$ cat config.mk
export PLATFORM = sky130hd
export DESIGN_NAME = gpic_top
export DESIGN_NICKNAME = d
export VERILOG_FILES = /design/src/rtl/gpic_pkg.sv /design/src/rtl/gpic_edge_det.sv /design/src/rtl/gpic_req_group.sv /design/src/rtl/gpic_top.sv
export SDC_FILE = /design/constraint.sdc
export NUM_CORES = 1
export LEC_CHECK = 0
export BUFFER_PORTS_ARGS = -buffer_cell sky130_fd_sc_hd__clkbuf_2
export CAP_MARGIN = 20
export CORE_UTILIZATION = 57
export DETAILED_ROUTE_END_ITERATION = 10
export PLACE_DENSITY = 0.82
export SYNTH_ARGS = -nofsm -noshare
export SYNTH_HDL_FRONTEND = slang
export SYNTH_SLANG_ARGS = --single-unit
$ cat constraint.sdc
create_clock -name clk_i -period 1.7 [get_ports clk_i]
set_input_delay 0.085 -clock clk_i [delete_from_list [all_inputs] [get_ports clk_i]]
set_output_delay 0.085 -clock clk_i [all_outputs]
set_load 0.02 [all_outputs]
$ cat src/rtl/gpic_pkg.sv
package gpic_pkg;
  localparam int GRP_W      = 8;
  localparam int NUM_IRQ    = 4;
  localparam int NMI_W      = 2;
  localparam int NUM_PIN    = 3;

  localparam logic [7:0] A_EN_NMI = 8'h10;
  localparam logic [7:0] A_EN_IRQ = 8'h11;  // groups at +0..+3
  localparam logic [7:0] A_POLL   = 8'h15;
  localparam logic [7:0] A_REQ_NMI = 8'h16;
  localparam logic [7:0] A_TRIG   = 8'h1F;

  function automatic logic [7:0] irq_req_addr(input int g);
    case (g)
      0:       return 8'h1C;
      1:       return 8'h1D;
      2:       return 8'h1E;
      default: return 8'h1B;
    endcase
  endfunction

  function automatic logic [7:0] irq_valid(input int g);
    return (g == 0) ? 8'h1F : 8'hFF;
  endfunction

  // request bit 0 of group g driven by a pin instead of irq_evt_i
  function automatic logic [7:0] irq_pin_mask(input int g);
    return (g == 1 || g == 2) ? 8'h01 : 8'h00;
  endfunction
endpackage

$ cat src/rtl/gpic_edge_det.sv
module gpic_edge_det (
  input  logic clk_i,
  input  logic rst_ni,
  input  logic pin_i,
  input  logic rise_sel_i,
  output logic pulse_o
);
  logic s1_q, s2_q, prev_q;

  always_ff @(posedge clk_i or negedge rst_ni) begin
    if (!rst_ni) begin
      s1_q   <= 1'b0;
      s2_q   <= 1'b0;
      prev_q <= 1'b0;
    end else begin
      s1_q   <= pin_i;
      s2_q   <= s1_q;
      prev_q <= s2_q;
    end
  end

  assign pulse_o = rise_sel_i ? (s2_q & ~prev_q) : (~s2_q & prev_q);

  // one pin transition yields one detect cycle
  a_r8_single_pulse: assert property (@(posedge clk_i) disable iff (!rst_ni)
    pulse_o |=> (!pulse_o || !$stable(rise_sel_i)));
endmodule

$ cat src/rtl/gpic_req_group.sv
module gpic_req_group #(
  parameter int         W     = 8,
  parameter logic [W-1:0] VALID = '1
) (
  input  logic         clk_i,
  input  logic         rst_ni,
  input  logic [W-1:0] set_i,
  input  logic         req_we_i,
  input  logic         en_we_i,
  input  logic [W-1:0] wdata_i,
  output logic [W-1:0] req_o,
  output logic [W-1:0] en_o,
  output logic         pend_o,
  output logic         int_o
);
  logic [W-1:0] req_q, en_q, set_m, clr_m;

  assign set_m = set_i & VALID;
  assign clr_m = req_we_i ? wdata_i : '0;

  always_ff @(posedge clk_i or negedge rst_ni) begin
    if (!rst_ni) begin
      req_q <= '0;
      en_q  <= '0;
    end else begin
      if (en_we_i) en_q <= wdata_i;
      req_q <= (req_q & ~clr_m) | set_m;  // new event beats clear
    end
  end

  assign req_o  = req_q;
  assign en_o   = en_q;
  assign pend_o = |req_q;
  assign int_o  = |(req_q & en_q);

  // bits written as 1 are clear unless an event hit them
  a_r4_w1c: assert property (@(posedge clk_i) disable iff (!rst_ni)
    req_we_i |=> (req_q & $past(wdata_i) & ~$past(set_i & VALID)) == '0);
  // an event always lands
  a_r5_set_wins: assert property (@(posedge clk_i) disable iff (!rst_ni)
    (|(set_i & VALID)) |=> ((req_q & $past(set_i & VALID)) == $past(set_i & VALID)));
  // pending bits never drop without a write
  a_r3_hold: assert property (@(posedge clk_i) disable iff (!rst_ni)
    !req_we_i |=> ((req_q & $past(req_q)) == $past(req_q)));
  // unimplemented bits stay clear
  a_r9_unused_zero: assert property (@(posedge clk_i) disable iff (!rst_ni)
    (req_q & ~VALID) == '0);
endmodule

$ cat src/rtl/gpic_top.sv
module gpic_top
  import gpic_pkg::*;
(
  input  logic        clk_i,
  input  logic        rst_ni,
  input  logic [7:0]  addr_i,
  input  logic        we_i,
  input  logic [7:0]  wdata_i,
  output logic [7:0]  rdata_o,
  input  logic        ext0_i,
  input  logic        ext1_i,
  input  logic        vsync_i,
  input  logic        mute_evt_i,
  input  logic [31:0] irq_evt_i,
  output logic        nmi_o,
  output logic        irq_o
);
  localparam int EVT_W = NUM_IRQ * GRP_W;

  logic [7:0]          trig_q;
  logic [NUM_PIN-1:0]  pins, pin_pulse;
  logic [NMI_W-1:0]    nmi_set, nmi_req, nmi_en;
  logic                nmi_pend, nmi_int;
  logic [GRP_W-1:0]    irq_set [NUM_IRQ];
  logic [GRP_W-1:0]    irq_req [NUM_IRQ];
  logic [GRP_W-1:0]    irq_en  [NUM_IRQ];
  logic [NUM_IRQ-1:0]  irq_pend, irq_int;
  logic [7:0]          poll;

  // trigger select: 1 = rising
  always_ff @(posedge clk_i or negedge rst_ni) begin
    if (!rst_ni)                      trig_q <= 8'hFF;
    else if (we_i && addr_i == A_TRIG) trig_q <= wdata_i;
  end

  assign pins = {vsync_i, ext1_i, ext0_i};

  for (genvar p = 0; p < NUM_PIN; p++) begin : g_pin
    gpic_edge_det u_edge (
      .clk_i      (clk_i),
      .rst_ni     (rst_ni),
      .pin_i      (pins[p]),
      .rise_sel_i (trig_q[p]),
      .pulse_o    (pin_pulse[p])
    );
  end

  assign nmi_set = {mute_evt_i, pin_pulse[0]};

  gpic_req_group #(.W(NMI_W), .VALID('1)) u_nmi (
    .clk_i    (clk_i),
    .rst_ni   (rst_ni),
    .set_i    (nmi_set),
    .req_we_i (we_i && addr_i == A_REQ_NMI),
    .en_we_i  (we_i && addr_i == A_EN_NMI),
    .wdata_i  (wdata_i[NMI_W-1:0]),
    .req_o    (nmi_req),
    .en_o     (nmi_en),
    .pend_o   (nmi_pend),
    .int_o    (nmi_int)
  );

  for (genvar g = 0; g < NUM_IRQ; g++) begin : g_irq
    localparam logic [7:0] PMASK = irq_pin_mask(g);
    logic pin_bit;
    if (g == 1)      begin : g_p1 assign pin_bit = pin_pulse[1]; end
    else if (g == 2) begin : g_p2 assign pin_bit = pin_pulse[2]; end
    else             begin : g_p0 assign pin_bit = 1'b0;         end

    assign irq_set[g] = (irq_evt_i[g*GRP_W +: GRP_W] & ~PMASK)
                      | (PMASK & {GRP_W{pin_bit}});

    gpic_req_group #(.W(GRP_W), .VALID(irq_valid(g))) u_grp (
      .clk_i    (clk_i),
      .rst_ni   (rst_ni),
      .set_i    (irq_set[g]),
      .req_we_i (we_i && addr_i == irq_req_addr(g)),
      .en_we_i  (we_i && addr_i == A_EN_IRQ + 8'(g)),
      .wdata_i  (wdata_i),
      .req_o    (irq_req[g]),
      .en_o     (irq_en[g]),
      .pend_o   (irq_pend[g]),
      .int_o    (irq_int[g])
    );

    // summary falls only after a bus write
    a_r6_poll_fall: assert property (@(posedge clk_i) disable iff (!rst_ni)
      $fell(irq_pend[g]) |-> $past(we_i));
  end

  assign poll  = {3'b000, nmi_pend, irq_pend};
  assign irq_o = |irq_int;
  assign nmi_o = nmi_int;

  always_comb begin
    rdata_o = 8'h00;
    case (addr_i)
      A_EN_NMI:           rdata_o = {{(8-NMI_W){1'b0}}, nmi_en};
      A_EN_IRQ:           rdata_o = irq_en[0];
      A_EN_IRQ + 8'd1:    rdata_o = irq_en[1];
      A_EN_IRQ + 8'd2:    rdata_o = irq_en[2];
      A_EN_IRQ + 8'd3:    rdata_o = irq_en[3];
      A_POLL:             rdata_o = poll;
      A_REQ_NMI:          rdata_o = {{(8-NMI_W){1'b0}}, nmi_req};
      8'h1B:              rdata_o = irq_req[3];
      8'h1C:              rdata_o = irq_req[0];
      8'h1D:              rdata_o = irq_req[1];
      8'h1E:              rdata_o = irq_req[2];
      A_TRIG:             rdata_o = trig_q;
      default:            rdata_o = 8'h00;
    endcase
  end

  // an output needs a pending request behind it
  a_r7_irq_needs_pend: assert property (@(posedge clk_i) disable iff (!rst_ni)
    irq_o |-> (|irq_pend));
  a_r7_nmi_needs_pend: assert property (@(posedge clk_i) disable iff (!rst_ni)
    nmi_o |-> nmi_pend);
  // asserted outputs hold without a bus write
  a_r10_irq_level: assert property (@(posedge clk_i) disable iff (!rst_ni)
    (irq_o && !we_i) |=> irq_o);
  a_r10_nmi_level: assert property (@(posedge clk_i) disable iff (!rst_ni)
    (nmi_o && !we_i) |=> nmi_o);
  // width parameter matches the event bus
  initial a_r9_evt_width: assert (EVT_W == 32);
endmodule

==> results of run 1 <==
worst paths after layout:
path / slack [ns] / end / cells after the start / start
setup / recovery: -0.36 / rdata_o[1] / 4 / u_nmi.en_o[1]
hold / removal: 0.05 / g_irq[0].u_grp.req_o[5] / 2 / wdata_i[5]
setup reg to reg: 0.63 / g_irq[2].u_grp.req_o[0] / 4 / trig_q[2]
hold reg to reg: 0.36 / g_pin[1].u_edge.s2_q / 0 / g_pin[1].u_edge.s1_q
max in group asynchronous: 1.01 / trig_q[0] / 3 / rst_ni
min in group asynchronous: 0.30 / g_irq[3].u_grp.en_o[3] / 3 / rst_ni
power breakdown:
| part | total, W | internal, W | leakage [nW] | switching (W) |
|---|---|---|---|---|
| Clock | 0.00177 | 0.000992 | 0.119 | 0.000776 |
| Sequential | 0.00214 | 0.00209 | 0.967 | 0.0000525 |
| Combinational | 0.000594 | 0.000301 | 1.46 | 0.000293 |
| Total | 0.00450 | 0.00338 | 2.54 | 0.00112 |
critical path: cells and delay by family, from the launching register on:
family / cells / cell delay [ns]
buffers and inverters: 1 / 0.15
AOI/OAI and AO/OA: 2 / 0.55
DFF: 1 / 0.43
muxes: 1 / 0.50
cells by family after synthesis:
group	count (synthesis)	synth area share
buffers and inverters	24	0.0244
AOI/OAI and AO/OA	90	0.159
and+or+nand+nor	100	0.143
DFF	85	0.501
muxes	62	0.173
timing repair:
item                                   in CTS  in global routing
hold buffers                               32                  0
setup buffers                               7                  4
pin swaps                                   9                 13
gates resized for setup                    30                 26
endpoints found under the hold margin     108                  0
setup endpoints to repair                   9                  9
layer usage:
metal	routed length, um	global-route usage	up-vias
met5	0	0	-
met4	672	0.204	0
met3	1220	0.107	55
met2	6570	0.590	229
met1	5570	0.488	1909
li1	-	-	1650
cells in the final DEF (no fill, tap or decap), types with 7 or more instances in the layout:
| master | count |
|---|---|
| dlygate4sd3_1 | 32 |
| clkbuf_2 | 49 |
| dfstp_2 | 8 |
| a22o_1 | 10 |
| nand4_1 | 7 |
| mux2_2 | 51 |
| a22oi_1 | 13 |
| dfrtp_1 | 73 |
| a21o_1 | 30 |
| clkbuf_8 | 9 |
| buf_4 | 57 |
| a22oi_2 | 9 |
| nand3_1 | 10 |
| nand2_1 | 40 |
layout make-up:
class,instances,share of cell area
Clock buffer,10,0.0217
Clock inverter,6,0.0200
Inverter,2,0.00128
Multi-Input combinational cell,252,0.365
Sequential cell,85,0.364
Tap cell,99,0.0211
Timing Repair Buffer,153,0.207
sequential cells by signal, summed over array words and instances, names as in the netlist:
name and flops:
g_irq.u_grp.en_o 32, g_irq.u_grp.req_o 32, g_pin.u_edge.prev_q 3, g_pin.u_edge.s1_q 3, g_pin.u_edge.s2_q 3, trig_q 8, u_nmi.en_o 2, u_nmi.req_o 2
per-stage QoR:
stage	TNS [ns]	instance area, sq um	hold WS (ns)	util	power (W)
6_report	-1.77	5880	0.0482	0.811	0.00450
5_1_grt	-2.29	5880	0.0569	0.811	0.00465
4_1_cts	-1.62	5770	0.0500	0.796	0.00449
3_5_place_dp	-5.43	5050	0.158	0.696	0.00265
3_3_place_gp	-4.23	5050	0.150	0.696	0.00264
2_1_floorplan	0	4260	-0.211	-	0.00242
==> impl_metrics.csv, run 1 <==
group,metric,value,unit
status,outcome,"complete, but fails checks",
status,violations,"setup timing",
sta,setup_viol,9,
logic_synthesis,ys_warn_count,0,
sta,tightest_slew,0.487,ns
clocking,cts_made_buffers,9,
setup_path,cp_cell_sequence,"mux4_2, a32o_1, a221o_1, buf_6",
clocking,cts_sinks,85,
routing,firstDrtPassIters,5,
routing,ant_nets,0,
placed_design,gp_routability_congestion,0.962,
logic_synthesis,synth_area_leaders,"dfrtp_1 (45%), mux2_2 (14%), a21o_1 (5.3%), dfstp_2 (4.9%), a22oi_1 (3.9%)",
logic_synthesis,synth-edff-count,0,
routing,vias,3843,
setup_path,critPathRequiredTime,1.62,ns
worst_hold_path,hp-class,"input port to flop",
layout,seq_area,2140,sq um
placed_design,dp_slack,-0.200,ns
sta,min_period_over_period,1.21,
routing,vias_per_cell,6.33,
sta,rsz0062_at_grt,"true",
sta,hold_violations,0,
logic_synthesis,yosysMostFrequentCell,"dfrtp_1",
sta,slew_violations,0,
sta,slew_headroom,0.675,
setup_path,start_kind,"flop",
setup_path,cpPeakStageDelay,0.50,ns
layout,nFillCells,443,
setup_path,crit_arrival,1.98,ns
floorplan,io_pins,65,
logic_synthesis,synth-seq-cells,85,
flow_run,cap_violations,0,
power,pwr_density_cell,765,nW/um^2
logic_synthesis,avgSynthCellArea,11.8,sq um
routing,drt_wl_total,14000,um
placed_design,dpl.cell_count,548,
power,peakVddDrop,659,uV
setup_path,cp_slowest_cell,"mux4_2",
floorplan,coreArea,7250,sq um
logic_synthesis,synthCells,361,
logic_synthesis,synth_nets,416,
layout,stdcell_count,607,
logic_synthesis,synthArstFlopShare,1.00,
sta,fin_skew,0.00284,ns
routing,route.detailed.drc,0,
layout,syn2layout_area_growth,38.0,%
clocking,cts_tree,"yes",
clocking,clk_latency,0.36,ns
clocking,path_clk_slew,0.09,ns
global_routing,grt_max_degree,86,
sta,min_period,2.06,ns
placed_design,portBuffers,59,
floorplan,start_util,0.588,
routing,wl_per_cell,23.1,um
clocking,clk_path_buf_depth,2,
logic_synthesis,synth_top_area_frac,0.452,
layout,antenna-diode-count,0,
logic_synthesis,synth.largest_area_cell,"dfrtp_1",
logic_synthesis,yosys-top-cells-count,"dfrtp_1 (77), mux2_2 (52), nand2_1 (40), a21o_1 (30), a22oi_1 (22)",
floorplan,row_count,31,
sta,fmax,485,MHz
clocking,cts-root-buf,"clkbuf_8",
global_routing,gr-total-overflow,0,
layout,drive_gt1_frac,0.461,
setup_path,worstSetupEndpointType,"output pin",
power,p_leak,2.54,nW
setup_path,criticalPathCategory,"flop to output pin",
routing,drtIter0Drc,330,
global_routing,antenna_found_initial,0,
placed_design,dp_hpwl,9480,um
layout,multiInputGateArea,2150,sq um
logic_synthesis,syn_area,4260,sq um
global_routing,grt_pass1_wl,21000,um
logic_synthesis,yosysSeqAreaShare,0.501,
setup_path,worstPathMaxFanout,3,
sta,fin_ws,-0.362,ns
floorplan,chipWidth,88.5,um
logic_synthesis,synthDistinctLibCells,47,
global_routing,grt_pass1_vias,3841,
layout,layout.nets,558,
global_routing,grt_usage,0.381,
floorplan,die_area,7830,sq um
floorplan,die_y,88.5,um
clocking,htreeDepth,3,
logic_synthesis,synth_ff_type,"dfrtp_1",
Power figures use the tool's default switching activity.
==> run 2, diff against run 1 <==
==> constraint.sdc (replaced) <==
create_clock -name clk_i -period 1.7 [get_ports clk_i]
set_input_delay 0.085 -clock clk_i [delete_from_list [all_inputs] [get_ports clk_i]]
set_output_delay 0.085 -clock clk_i [all_outputs]
set_load 0.01 [all_outputs]
==> run 2 against run 1 <==
Against the previous run: the run still ends with setup timing left; die area is the same; maximum frequency grew 2.8%; power shrank 6.5%; wire length shrank 6.0%; sequential power is essentially flat; global-route usage shrank 2.5 points; utilization shrank 0.78 points; cell area shrank 0.96%; clock power shrank 14%; setup slack gained 0.055 ns; largest power group unchanged; highest routed layer unchanged.
==> impl_metrics.csv, run 2 (synthesis gave the netlist of run 1 again) <==
group,metric,value,unit
power,finalPower,0.00421,W
status,violations,"setup timing",
routing,route.detailed.drc,0,
worst_hold_path,worstHoldPathCells,2,
global_routing,gr-total-overflow,0,
sta,min_period,2.01,ns
setup_path,worstSetupEndpointType,"output pin",
sta,holdWs,0.0734,ns
clocking,cts_made_buffers,9,
setup_path,cpPeakStageDelay,0.53,ns
layout,final_core_util,0.803,
layout,syn2layout_area_growth,36.7,%
floorplan,io_pins,65,
floorplan,die_area,7830,sq um
placed_design,gp_routability_congestion,0.953,
setup_path,criticalPathCategory,"flop to output pin",
global_routing,grt_usage,0.356,
setup_path,critPathRequiredTime,1.62,ns
clocking,htreeDepth,3,
routing,drtIter0Drc,308,
layout,layout.nets,560,
worst_hold_path,worstHoldStart,"wdata_i[5]",
sta,slew_violations,0,
placed_design,dp_hpwl,9310,um
clocking,cts_tree,"yes",
clocking,clk_latency,0.37,ns
setup_path,cp_slowest_cell,"or4_1",
setup_path,crit_arrival,1.92,ns
sta,fin_skew,0.00431,ns
floorplan,die_y,88.5,um
sta,hold_violations,0,
power,pwr_density_cell,722,nW/um^2
routing,vias_per_cell,6.20,
setup_path,r2r-start,"trig_q[1]",
placed_design,dp_slack,-0.204,ns
routing,drt_wl_total,13200,um
power,p_leak,2.54,nW
global_routing,grt_pass1_vias,3650,
layout,drive_gt1_frac,0.480,
setup_path,start_kind,"flop",
placed_design,portBuffers,59,
routing,wl_per_cell,21.7,um
sta,slew_headroom,0.727,
routing,ant_nets,0,
sta,fmax,498,MHz
clocking,cts-root-buf,"clkbuf_8",
setup_path,timing.rr.end,"g_irq[1].u_grp.req_o[0]",
setup_path,r2r_cells,4,
floorplan,row_count,31,
layout,final_common_cell,"dfrtp_1",
power,peakVddDrop,618,uV
global_routing,grt_max_degree,41,
floorplan,chipWidth,88.5,um
sta,min_period_over_period,1.18,
clocking,clk_path_buf_depth,2,
layout,layout_common_cells,"dfrtp_1 (66), buf_4 (56), clkbuf_2 (55), mux2_2 (51), nand2_1 (39)",
floorplan,coreArea,7250,sq um
sta,fin_ws,-0.307,ns
status,outcome,"complete, but fails checks",
clocking,path_clk_slew,0.09,ns
floorplan,start_util,0.588,
sta,setup_viol,8,
setup_path,crit_family,"simple AND/OR/NAND/NOR gates",
routing,firstDrtPassIters,5,
setup_path,r2r_slack,0.64,ns
worst_hold_path,hp-class,"input port to flop",
routing,vias,3778,
worst_hold_path,whs_endpoint,"g_irq[0].u_grp.req_o[5]",
setup_path,worstPathMaxFanout,3,
clocking,cts_sinks,85,
layout,stdcell_count,609,
layout,antenna-diode-count,0,
global_routing,antenna_found_initial,0,
setup_path,crit_buf_inv,1,
placed_design,dpl.cell_count,547,
sta,tightest_slew,0.409,ns
flow_run,cap_violations,0,
global_routing,grt_pass1_wl,19600,um
setup_path,cp_cell_sequence,"a22oi_1, nand4_1, or4_1, buf_2",
sta,rsz0062_at_grt,"true",
-- run 2: report_power, final --
part | internal (W) | total (W) | leakage [nW] | switching, W
sequential | 0.00209 | 0.00214 | 0.963 | 0.0000518
combinational | 0.000271 | 0.000541 | 1.47 | 0.000269
clock | 0.000712 | 0.00153 | 0.104 | 0.000817
total | 0.00307 | 0.00421 | 2.54 | 0.00114
-- run 2: cell type report --
cell class | instances | area [sq um]
inverter | 2 | 7.51
tap | 99 | 124
multi-input combinational | 252 | 2170
sequential | 85 | 2150
fill | 434 | 1430
timing repair buffer | 155 | 1160
clock buffer | 9 | 124
clock inverter | 7 | 88.8
-- run 2: metrics by stage --
step | area (sq um) | setup TNS [ns]
2_1_floorplan | 4260 | 0
3_3_place_gp | 5000 | -3.54
3_5_place_dp | 5000 | -5.30
4_1_cts | 5680 | -1.23
5_1_grt | 5830 | -1.87
6_report | 5830 | -1.43
-- run 2: metal layers --
metal / GRT usage / wire length (um) / vias to the layer above
met4: 0.172 / 610 / 0
met3: 0.0849 / 1170 / 49
met1: 0.475 / 5350 / 1854
met2: 0.548 / 6070 / 218
met5: 0 / 0 / -
li1: - / - / 1657
-- run 2: what timing repair did --
item,CTS,global route
hold buffers,32,0
hold endpoints to repair,60,0
resized for setup,25,26
gates cloned,0,0
pin swaps,12,14
endpoints found under the setup margin,9,9
buffers inserted,7,7
-- run 2: how the worst max path moves through the flow --
stage | startpoint | cells past startpoint | endpoint | slack, ns
final | g_irq[1].u_grp.req_o[2] | 4 | irq_o | -0.31
after global routing | g_irq[1].u_grp.req_o[6] | 5 | rdata_o[1] | -0.33
after CTS | u_nmi.en_o[1] | 4 | rdata_o[1] | -0.28
after detailed placement | addr_i[7] | 5 | g_irq[3].u_grp.en_o[6] | -0.20
after global placement | addr_i[7] | 5 | g_irq[3].u_grp.en_o[7] | -0.19
after floorplan | addr_i[7] | 4 | trig_q[0] | 0.08
